## config.mk

```make
export PLATFORM = sky130hd
export DESIGN_NAME = atx_sample_fifo
export DESIGN_NICKNAME = d
export VERILOG_FILES = /design/src/rtl/atx_pkg.sv /design/src/rtl/atx_store.sv /design/src/rtl/atx_ctrl.sv /design/src/rtl/atx_sample_fifo.sv
export SDC_FILE = /design/constraint.sdc
export NUM_CORES = 1
export LEC_CHECK = 0
export BUFFER_PORTS_ARGS = -buffer_cell sky130_fd_sc_hd__buf_2
export CAP_MARGIN = 20
export CELL_PAD_IN_SITES_DETAIL_PLACEMENT = 0
export CELL_PAD_IN_SITES_GLOBAL_PLACEMENT = 1
export CORE_MARGIN = 3
export CORE_UTILIZATION = 35
export DETAILED_ROUTE_END_ITERATION = 8
export PLACE_DENSITY = 0.7
export SLEW_MARGIN = 20
export SYNTH_ARGS = -nofsm -noshare
export SYNTH_HDL_FRONTEND = slang
export SYNTH_SLANG_ARGS = --single-unit
```

## constraint.sdc

```tcl
create_clock -name clk -period 2.9 [get_ports clk]
set_clock_uncertainty 0.1 [all_clocks]
set_input_delay 0.29 -clock clk [delete_from_list [all_inputs] [get_ports clk]]
set_output_delay 0.29 -clock clk [all_outputs]
set_load 0.01 [all_outputs]
```

## src/rtl/atx_pkg.sv

```systemverilog
// Shared types for the audio transmit sample FIFO.
package atx_pkg;
    // Kind of answer given to one link-side request.
    typedef enum logic [1:0] {
        RSP_IDLE     = 2'd0,
        RSP_PREFILL  = 2'd1,
        RSP_DATA     = 2'd2,
        RSP_UNDERRUN = 2'd3
    } rsp_kind_e;
endpackage

```

## src/rtl/atx_store.sv

```systemverilog
// Ring buffer of DEPTH words. Flush has priority over push and pop.
// Assumes the caller never pushes when full nor pops when empty.
module atx_store #(
    parameter int W     = 16,
    parameter int DEPTH = 3
) (
    input  logic         clk,
    input  logic         rst_n,
    input  logic         flush,
    input  logic         push,
    input  logic [W-1:0] wdata,
    input  logic         pop,
    output logic [W-1:0] head,
    output logic         full,
    output logic         empty
);
    localparam int PW = (DEPTH > 1) ? $clog2(DEPTH) : 1;
    localparam int CW = $clog2(DEPTH + 1);
    localparam logic [PW-1:0] LAST = PW'(DEPTH - 1);

    logic [W-1:0]  mem [DEPTH];
    logic [PW-1:0] wr_ptr, rd_ptr;
    logic [CW-1:0] fill;

    function automatic logic [PW-1:0] step_ptr(input logic [PW-1:0] p);
        return (p == LAST) ? '0 : p + 1'b1;
    endfunction

    // Pointer and fill bookkeeping.
    always_ff @(posedge clk) begin
        if (!rst_n || flush) begin
            wr_ptr <= '0;
            rd_ptr <= '0;
            fill   <= '0;
        end else begin
            if (push) wr_ptr <= step_ptr(wr_ptr);
            if (pop)  rd_ptr <= step_ptr(rd_ptr);
            case ({push, pop})
                2'b10:   fill <= fill + 1'b1;
                2'b01:   fill <= fill - 1'b1;
                default: fill <= fill;
            endcase
        end
    end

    // Sample storage, written without reset.
    always_ff @(posedge clk) begin
        if (push) mem[wr_ptr] <= wdata;
    end

    assign head  = mem[rd_ptr];
    assign full  = (fill == CW'(DEPTH));
    assign empty = (fill == '0);

    assert_no_overflow_R9: assert property (@(posedge clk) disable iff (!rst_n)
        fill <= CW'(DEPTH));
    assert_flush_empties_R8: assert property (@(posedge clk) disable iff (!rst_n)
        flush |=> empty);
    assert_push_grows_R2: assert property (@(posedge clk) disable iff (!rst_n)
        push && !pop && !flush |=> !empty);
endmodule

```

## src/rtl/atx_ctrl.sv

```systemverilog
// Link-side answer logic. It tracks priming, decides whether each
// request is served, withheld or an underrun, and keeps the sticky
// underrun flag. Assumes the store reports full and empty from
// registered state.
module atx_ctrl
    import atx_pkg::*;
#(
    parameter int W = 16
) (
    input  logic         clk,
    input  logic         rst_n,
    input  logic         stream_en,
    input  logic         halt_en,
    input  logic         link_req,
    input  logic         udr_clr,
    input  logic         full,
    input  logic         empty,
    input  logic [W-1:0] head,
    output logic         pop,
    output logic         slot_valid,
    output logic [W-1:0] slot_data,
    output logic         udr_flag,
    output logic         irq
);
    logic      primed_q;
    rsp_kind_e kind;

    // Classify the current request.
    always_comb begin
        if (!link_req)                          kind = RSP_IDLE;
        else if (!stream_en || !(primed_q || full)) kind = RSP_PREFILL;
        else if (empty)                         kind = RSP_UNDERRUN;
        else                                    kind = RSP_DATA;
    end

    assign pop = (kind == RSP_DATA);

    // Priming: set once full while enabled, cleared by disable.
    always_ff @(posedge clk) begin
        if (!rst_n) primed_q <= 1'b0;
        else        primed_q <= stream_en && (primed_q || full);
    end

    // Registered slot answer, updated only on a request.
    always_ff @(posedge clk) begin
        if (!rst_n) begin
            slot_valid <= 1'b0;
            slot_data  <= '0;
        end else if (link_req) begin
            slot_valid <= (kind == RSP_DATA);
            slot_data  <= (kind == RSP_DATA) ? head : '0;
        end
    end

    // Sticky underrun flag; a new underrun beats the clear.
    always_ff @(posedge clk) begin
        if (!rst_n)                    udr_flag <= 1'b0;
        else if (kind == RSP_UNDERRUN) udr_flag <= 1'b1;
        else if (udr_clr)              udr_flag <= 1'b0;
    end

    assign irq = udr_flag & halt_en;

    assert_withheld_R4: assert property (@(posedge clk) disable iff (!rst_n)
        link_req && !primed_q && !full |=> !slot_valid && slot_data == '0);
    assert_underrun_sets_R5: assert property (@(posedge clk) disable iff (!rst_n)
        link_req && stream_en && primed_q && empty |=> udr_flag && !slot_valid);
    assert_flag_sticky_R6: assert property (@(posedge clk) disable iff (!rst_n)
        udr_flag && !udr_clr |=> udr_flag);
    assert_hold_R11: assert property (@(posedge clk) disable iff (!rst_n)
        !link_req |=> $stable(slot_valid) && $stable(slot_data));
endmodule

```

## src/rtl/atx_sample_fifo.sv

```systemverilog
// Top of the audio transmit sample FIFO: gates DMA writes with the
// stream enable and free space, and joins the store with the
// link-side answer logic. Assumes all inputs are synchronous to clk.
module atx_sample_fifo #(
    parameter int W     = 16,
    parameter int DEPTH = 3
) (
    input  logic         clk,
    input  logic         rst_n,
    input  logic         stream_en,
    input  logic         halt_en,
    input  logic         wr_stb,
    input  logic [W-1:0] wr_data,
    output logic         dma_req,
    input  logic         link_req,
    output logic         slot_valid,
    output logic [W-1:0] slot_data,
    input  logic         udr_clr,
    output logic         udr_flag,
    output logic         irq
);
    logic         full, empty, pop, push;
    logic [W-1:0] head;

    assign push    = wr_stb && stream_en && !full;
    assign dma_req = stream_en && !full;

    atx_store #(.W(W), .DEPTH(DEPTH)) i_store (
        .clk   (clk),
        .rst_n (rst_n),
        .flush (!stream_en),
        .push  (push),
        .wdata (wr_data),
        .pop   (pop),
        .head  (head),
        .full  (full),
        .empty (empty)
    );

    atx_ctrl #(.W(W)) i_ctrl (
        .clk        (clk),
        .rst_n      (rst_n),
        .stream_en  (stream_en),
        .halt_en    (halt_en),
        .link_req   (link_req),
        .udr_clr    (udr_clr),
        .full       (full),
        .empty      (empty),
        .head       (head),
        .pop        (pop),
        .slot_valid (slot_valid),
        .slot_data  (slot_data),
        .udr_flag   (udr_flag),
        .irq        (irq)
    );

    assert_req_off_when_full_R1: assert property (@(posedge clk) disable iff (!rst_n)
        full |-> !dma_req);
    assert_req_off_when_disabled_R8: assert property (@(posedge clk) disable iff (!rst_n)
        !stream_en |-> !dma_req);
endmodule

```

* Word level (Yosys, flattened, before mapping)
Memory sizes are Yosys's and may differ from the RTL's. A register that Yosys moved wholly into a read port is not among the register bits. Cells that the tools add are included.
Operators by class: add/subtract/negate cells 4, eq/ne operators 7, mux-type cells 13, bitwise gates (word level) 1, reductions and logical operators 14
Operator list (count):
- 16-bit 2-to-1 mux | 1
- 2-bit equality test, second input constant | 6
- 2-bit 2-to-1 mux | 6
- 2-bit by 1-bit adder with 2-bit output, second input constant | 3
- 1-bit 2-to-1 mux | 5
- 1-bit logical AND | 4
- 1-bit logical NOT | 4
- 2-bit case mux with 2 select lines | 1
- 2-bit nonzero test | 2
- 1-bit logical OR | 3
- 2-bit by 1-bit equality test with 1-bit output, second input constant | 1
- 2-bit logical NOT | 1
- 2-bit by 1-bit subtractor with 2-bit output, second input constant | 1
- 1-bit AND | 1
Storage, ports and cells: register bits 25, bits in writable memories 48, bits of input ports 23, output and inout bits 20, word-level logic and storage cells 47, memories 1
Memories:
- i_store.mem | depth 3, bits a word 16, read ports 1, clocked after Yosys merged registers in 1, write ports 1, line atx_store.sv:21 | logic [W-1:0] mem [DEPTH];

* Depth between registers and ports, before layout
depth after elaboration 9, gate-level depth with buffers 8, mapped depth without buffers 7

* Modules after synthesis
Synthesis repeated with hierarchy kept, for this count alone.
Second synthesis, totals: cells, all modules 190, area total of the unflattened synthesis 2766.4 um^2
By module, submodules not included:
- atx_store | instances 1, cells each 136, area an instance 2087.0 um^2, seq. area each 1601.5 um^2
- atx_ctrl | instances 1, cells each 51, area an instance 660.6 um^2, seq. area each 380.4 um^2
- atx_sample_fifo | instances 1, cells each 3, area an instance 18.8 um^2, seq. area each 0.0 um^2

* Worst setup path after synthesis
Ideal clock, no wire load.
path kind reg-to-reg, from register i_store.fill[0], to memory i_store.mem[2][0], enable pin, setup time 0.409 ns, arrival 1.960 ns, data required time 2.391 ns, slack 0.431 ns, cell stages (with the launch flop) 6, buffers on the path 1, clock period less this slack 2.469 ns, cell sequence dfxtp_1 buf_6 a21bo_2 inv_1 nand2_1 nor3_1
On the way: word-level cells in the longest chain between the ends 5
RTL lines:
- start: declaration | line atx_store.sv:23 | logic [CW-1:0] fill;
- start signal: assignment | line atx_store.sv:39 | 2'b10: fill <= fill + 1'b1;
- start signal: assignment | line atx_store.sv:40 | 2'b01: fill <= fill - 1'b1;
- start signal: assignment | line atx_store.sv:41 | default: fill <= fill;
- 2-bit equality test | line atx_store.sv:52 | assign full = (fill == CW'(DEPTH));
- 1-bit logical NOT | line atx_sample_fifo.sv:25 | assign push = wr_stb && stream_en && !full;
- 1-bit logical AND | line atx_sample_fifo.sv:25
- 1-bit 2-to-1 mux | line atx_store.sv:48 | if (push) mem[wr_ptr] <= wdata;
- 1-bit 2-to-1 mux (not written as such) | line atx_store.sv:48
- end: declaration | line atx_store.sv:21
Every way passes these cells.

* Final worst setup path
from register i_store.fill[0], to register i_store.fill[1]
On the way: word-level cells in the longest chain between the ends 9, elaborated cells between the ends (all ways) 17, classes of those cells add/sub: 2; eq/ne: 4; mux: 4; reduce/logical: 7
RTL lines:
- 2-bit equality test | line atx_store.sv:52
- 1-bit logical OR | line atx_ctrl.sv:31 | else if (!stream_en || !(primed_q || full)) kind = RSP_PREFILL;
- 1-bit logical NOT | line atx_ctrl.sv:31
- 1-bit logical OR | line atx_ctrl.sv:31
- 2-bit 2-to-1 mux (*) | line atx_ctrl.sv:31
- 2-bit 2-to-1 mux (*) | line atx_ctrl.sv:30 | if (!link_req) kind = RSP_IDLE;
- 2-bit equality test (*) | line atx_ctrl.sv:36 | assign pop = (kind == RSP_DATA);
- net i_ctrl.pop | line atx_ctrl.sv:19 | output logic pop,
- 2-bit by 1-bit equality test with 1-bit output or 2-bit equality test (tied branches) | line atx_store.sv:38 | case ({push, pop})
- 2-bit case mux with 2 select lines or 2-bit nonzero test (tied branches)
Mark *: on every way through the listed nets, which the timed path passes. The rest lies on a longest branch. A chain may end at the register's enable or synchronous reset.

==> impl_metrics.json <==
{
  "dpl.hpwl_mm": 3.10,
  "crit_arrival_ps": 2120,
  "cts_hold_buf": 0,
  "power.leakage_nw": 1.17,
  "synth.area.mux_share": 0.0578,
  "post_cts_resized": 0,
  "pre_cts_ws_ps": 953,
  "synthCells": 195,
  "via_per_inst": 4.62,
  "fillers": 691,
  "grt_use_total": 0.114,
  "dp.cells": 329,
  "relSlewSlack": 0.521,
  "routedWlPerCell_microns": 14.0,
  "min_period_ps": 1950,
  "design.core.area_sq_um": 7490,
  "ir_drop_uv": 193,
  "die_y_microns": 95.0,
  "start_util": 0.370,
  "ioPinCount": 43,
  "fin_cells": 344,
  "status": "finished, final reports clean",
  "cts_root_buf": "clkbuf_8",
  "grt_max_degree": 18,
  "globalplace.congestion": 0.720,
  "yosysSeqAreaShare": 0.715,
  "rr_startpoint": "i_store.fill[0]$_SDFFE_PP0P_",
  "p_per_area_nw_per_um2": 586,
  "cp_slowest_cell": "or3_1",
  "areaGrowthSynthToFinish_pct": 16.5,
  "yosys.area_share.xor_xnor": 0.00632,
  "synth_simple_gate_area_frac": 0.0690,
  "cts_buffers": 9,
  "hold_class": "in -> reg",
  "drive_gt1_frac": 0.294,
  "insertion_delay_ps": 340,
  "multi_input_area_sq_um": 697,
  "drc_errors": 0,
  "port_buffers": 42,
  "min_path_cells": 1,
  "endpoint_kind": "flop",
  "clk_pin_slew_ps": 80,
  "cp_data_required_time_ps": 3070,
  "grt_pass1_vias": 1470,
  "synth_fa_ha_area_frac": 0.00857,
  "wl_mm": 4.81,
  "ff2ff_setup_slack_ps": 950,
  "yosysWarnings": 0,
  "diodes": 0,
  "antenna_found_initial": 0,
  "synth_top_family_by_area": "compound AO/OA/AOI/OAI gates",
  "synth_area_per_cell_sq_um": 14.2,
  "final-hold-violation-count": 0,
  "synth.cell_area_sq_um": 2770,
  "path_cells": "maj3_2, and2_2, ha_1, or3_1, a21oi_1",
  "ctsHtreeMaxLevel": 3,
  "yosysUniqueCellTypes": 30,
  "cts_setup_buffers": 0,
  "synth_fp_nets": 219,
  "finalCritPeriodShare": 0.673,
  "die_w_microns": 95.0,
  "drv_cap": 0,
  "critPathKind": "reg -> reg",
  "r2r_end": "i_store.fill[1]$_SDFFE_PP0P_",
  "vias": 1588,
  "finalSetupViolCount": 0,
  "ff2ff_path_depth": 5,
  "fmax_mhz": 513,
  "ys_ff_latch": 75,
  "rsz0062_at_grt": "false",
  "cp_max_fo": 6,
  "max_stage_delay_ps": 380,
  "setup_ws_ps": 949,
  "clockBufferDepth": 2,
  "std_cell_rows": 31,
  "dr.first_iter.drc_count": 49,
  "tightest_slew_ps": 718,
  "seqCellArea_sq_um": 1980,
  "cts.sinks": 75,
  "die_area_sq_um": 9030,
  "final_nets": 265,
  "cp-start-kind": "flop",
  "min_to": "i_store.mem[0][8]$_DFFE_PP_",
  "drt_first_pass_iters": 4,
  "overflow": 0,
  "route.antenna.remaining_nets": 0,
  "slew_violations": 0,
  "fin_util": 0.431,
  "grt_pass1_wl_mm": 7.28,
  "min-delay-start": "wr_data[8]",
  "cts_tree": "built",
  "synth_compound_gate_area_share": 0.108,
  "setup_tns_ps": 0
}
==> synth_stat cells, drive strengths merged <==
library cell,n,area [sq um]
a21bo,1,10.0
a21oi,4,20.0
a22o,16,148
a32oi,1,8.76
and2,4,27.5
and2b,1,7.51
and3,1,11.3
buf,6,52.5
clkbuf,3,11.3
dfxtp,27,541
dlygate4sd1,1,8.76
edfxtp,48,1440
ha,1,12.5
inv,7,26.3
maj3,1,11.3
mux2i,16,160
nand2,20,75.1
nand4,4,25.0
nor2,4,15.0
nor2b,3,18.8
nor3,1,5.00
o21a,1,7.51
o21ai,21,105
or3,1,6.26
xnor2,1,8.76
xor2,1,8.76
==> placed cells by master (no fill, tap or decap), drive strengths merged, types with 2 or more instances in the layout <==
cell type   n
edfxtp     48
nand4       4
mux2i      16
nor2b       3
a22o       16
clkinv      3
o21ai      21
and2        4
dfxtp      27
clkinvlp    2
clkbuf     10
nand2      20
inv         7
nor2        4
buf        45
a21oi       4
==> cell families (layout without fill, tap and decap cells) <==
kind of cell	after synthesis	in the layout
compound gates	44	44
xor+xnor	2	2
fa+ha+maj	2	2
buf+inv	17	67
flops	75	75
mux	16	16
simple gates	39	39
==> critical path, delay by kind of cell (launching register included) <==
kind / cells / cell delay (ps)
flops: 1 / 370
simple gates: 2 / 610
compound gates: 1 / 140
fa+ha+maj: 2 / 670
==> flip-flops by register name (all words and copies together), names as in the netlist, named ones only <==
| register | cells |
|---|---|
| i_ctrl.udr_flag | 1 |
| i_store.wr_ptr | 2 |
| i_ctrl.primed_q | 1 |
| i_ctrl.slot_valid | 1 |
| i_store.fill | 2 |
| i_ctrl.slot_data | 16 |
| i_store.rd_ptr | 2 |
| i_store.mem | 48 |
==> area by class of cell <==
| class | instances | area share |
|---|---|---|
| Clock inverter | 5 | 0.00930 |
| Timing Repair Buffer | 45 | 0.0721 |
| Tap cell | 99 | 0.0384 |
| Sequential cell | 75 | 0.614 |
| Clock buffer | 10 | 0.0426 |
| Multi-Input combinational cell | 103 | 0.216 |
| Inverter | 7 | 0.00814 |
==> power breakdown <==
group          internal [mW]  switching, mW
logic                 0.0212         0.0355
clock network          0.324          0.358
registers               1.15        0.00395
total                   1.49          0.397
==> how the worst max path moves through the flow <==
stage	start	to	slack, ps	depth (start not counted)
floorplan	i_store.fill[0]$_SDFFE_PP0P_	i_store.mem[2][0]$_DFFE_PP_	430	5
finish	i_store.fill[0]$_SDFFE_PP0P_	i_store.fill[1]$_SDFFE_PP0P_	950	5
global route	i_store.fill[0]$_SDFFE_PP0P_	i_store.fill[1]$_SDFFE_PP0P_	850	5
global placement	i_store.fill[0]$_SDFFE_PP0P_	i_store.fill[1]$_SDFFE_PP0P_	1000	5
CTS	i_store.fill[0]$_SDFFE_PP0P_	i_store.fill[1]$_SDFFE_PP0P_	930	5
detailed placement	i_store.fill[0]$_SDFFE_PP0P_	i_store.fill[1]$_SDFFE_PP0P_	950	5
==> metal layers <==
metal | track usage | wire length [microns] | vias to the layer above | share of wire
li1 | - | - | 806 | -
met1 | 0.140 | 2250 | 733 | 0.47
met2 | 0.176 | 2280 | 42 | 0.47
met3 | 0.0335 | 214 | 7 | 0.044
met4 | 0.0685 | 70 | 0 | 0.015
met5 | 0 | 0 | - | 0
==> per-stage QoR <==
stage / cell area, sq um / hold WS, ps / power (mW)
finish: 3230 / 50.1 / 1.89
global placement: 3060 / 357 / 1.23
CTS: 3230 / 32.1 / 1.92
detailed placement: 3060 / 363 / 1.23
global route: 3230 / 33.9 / 1.97
floorplan: 2770 / 289 / 1.20
(Power assumes the default switching activity.)
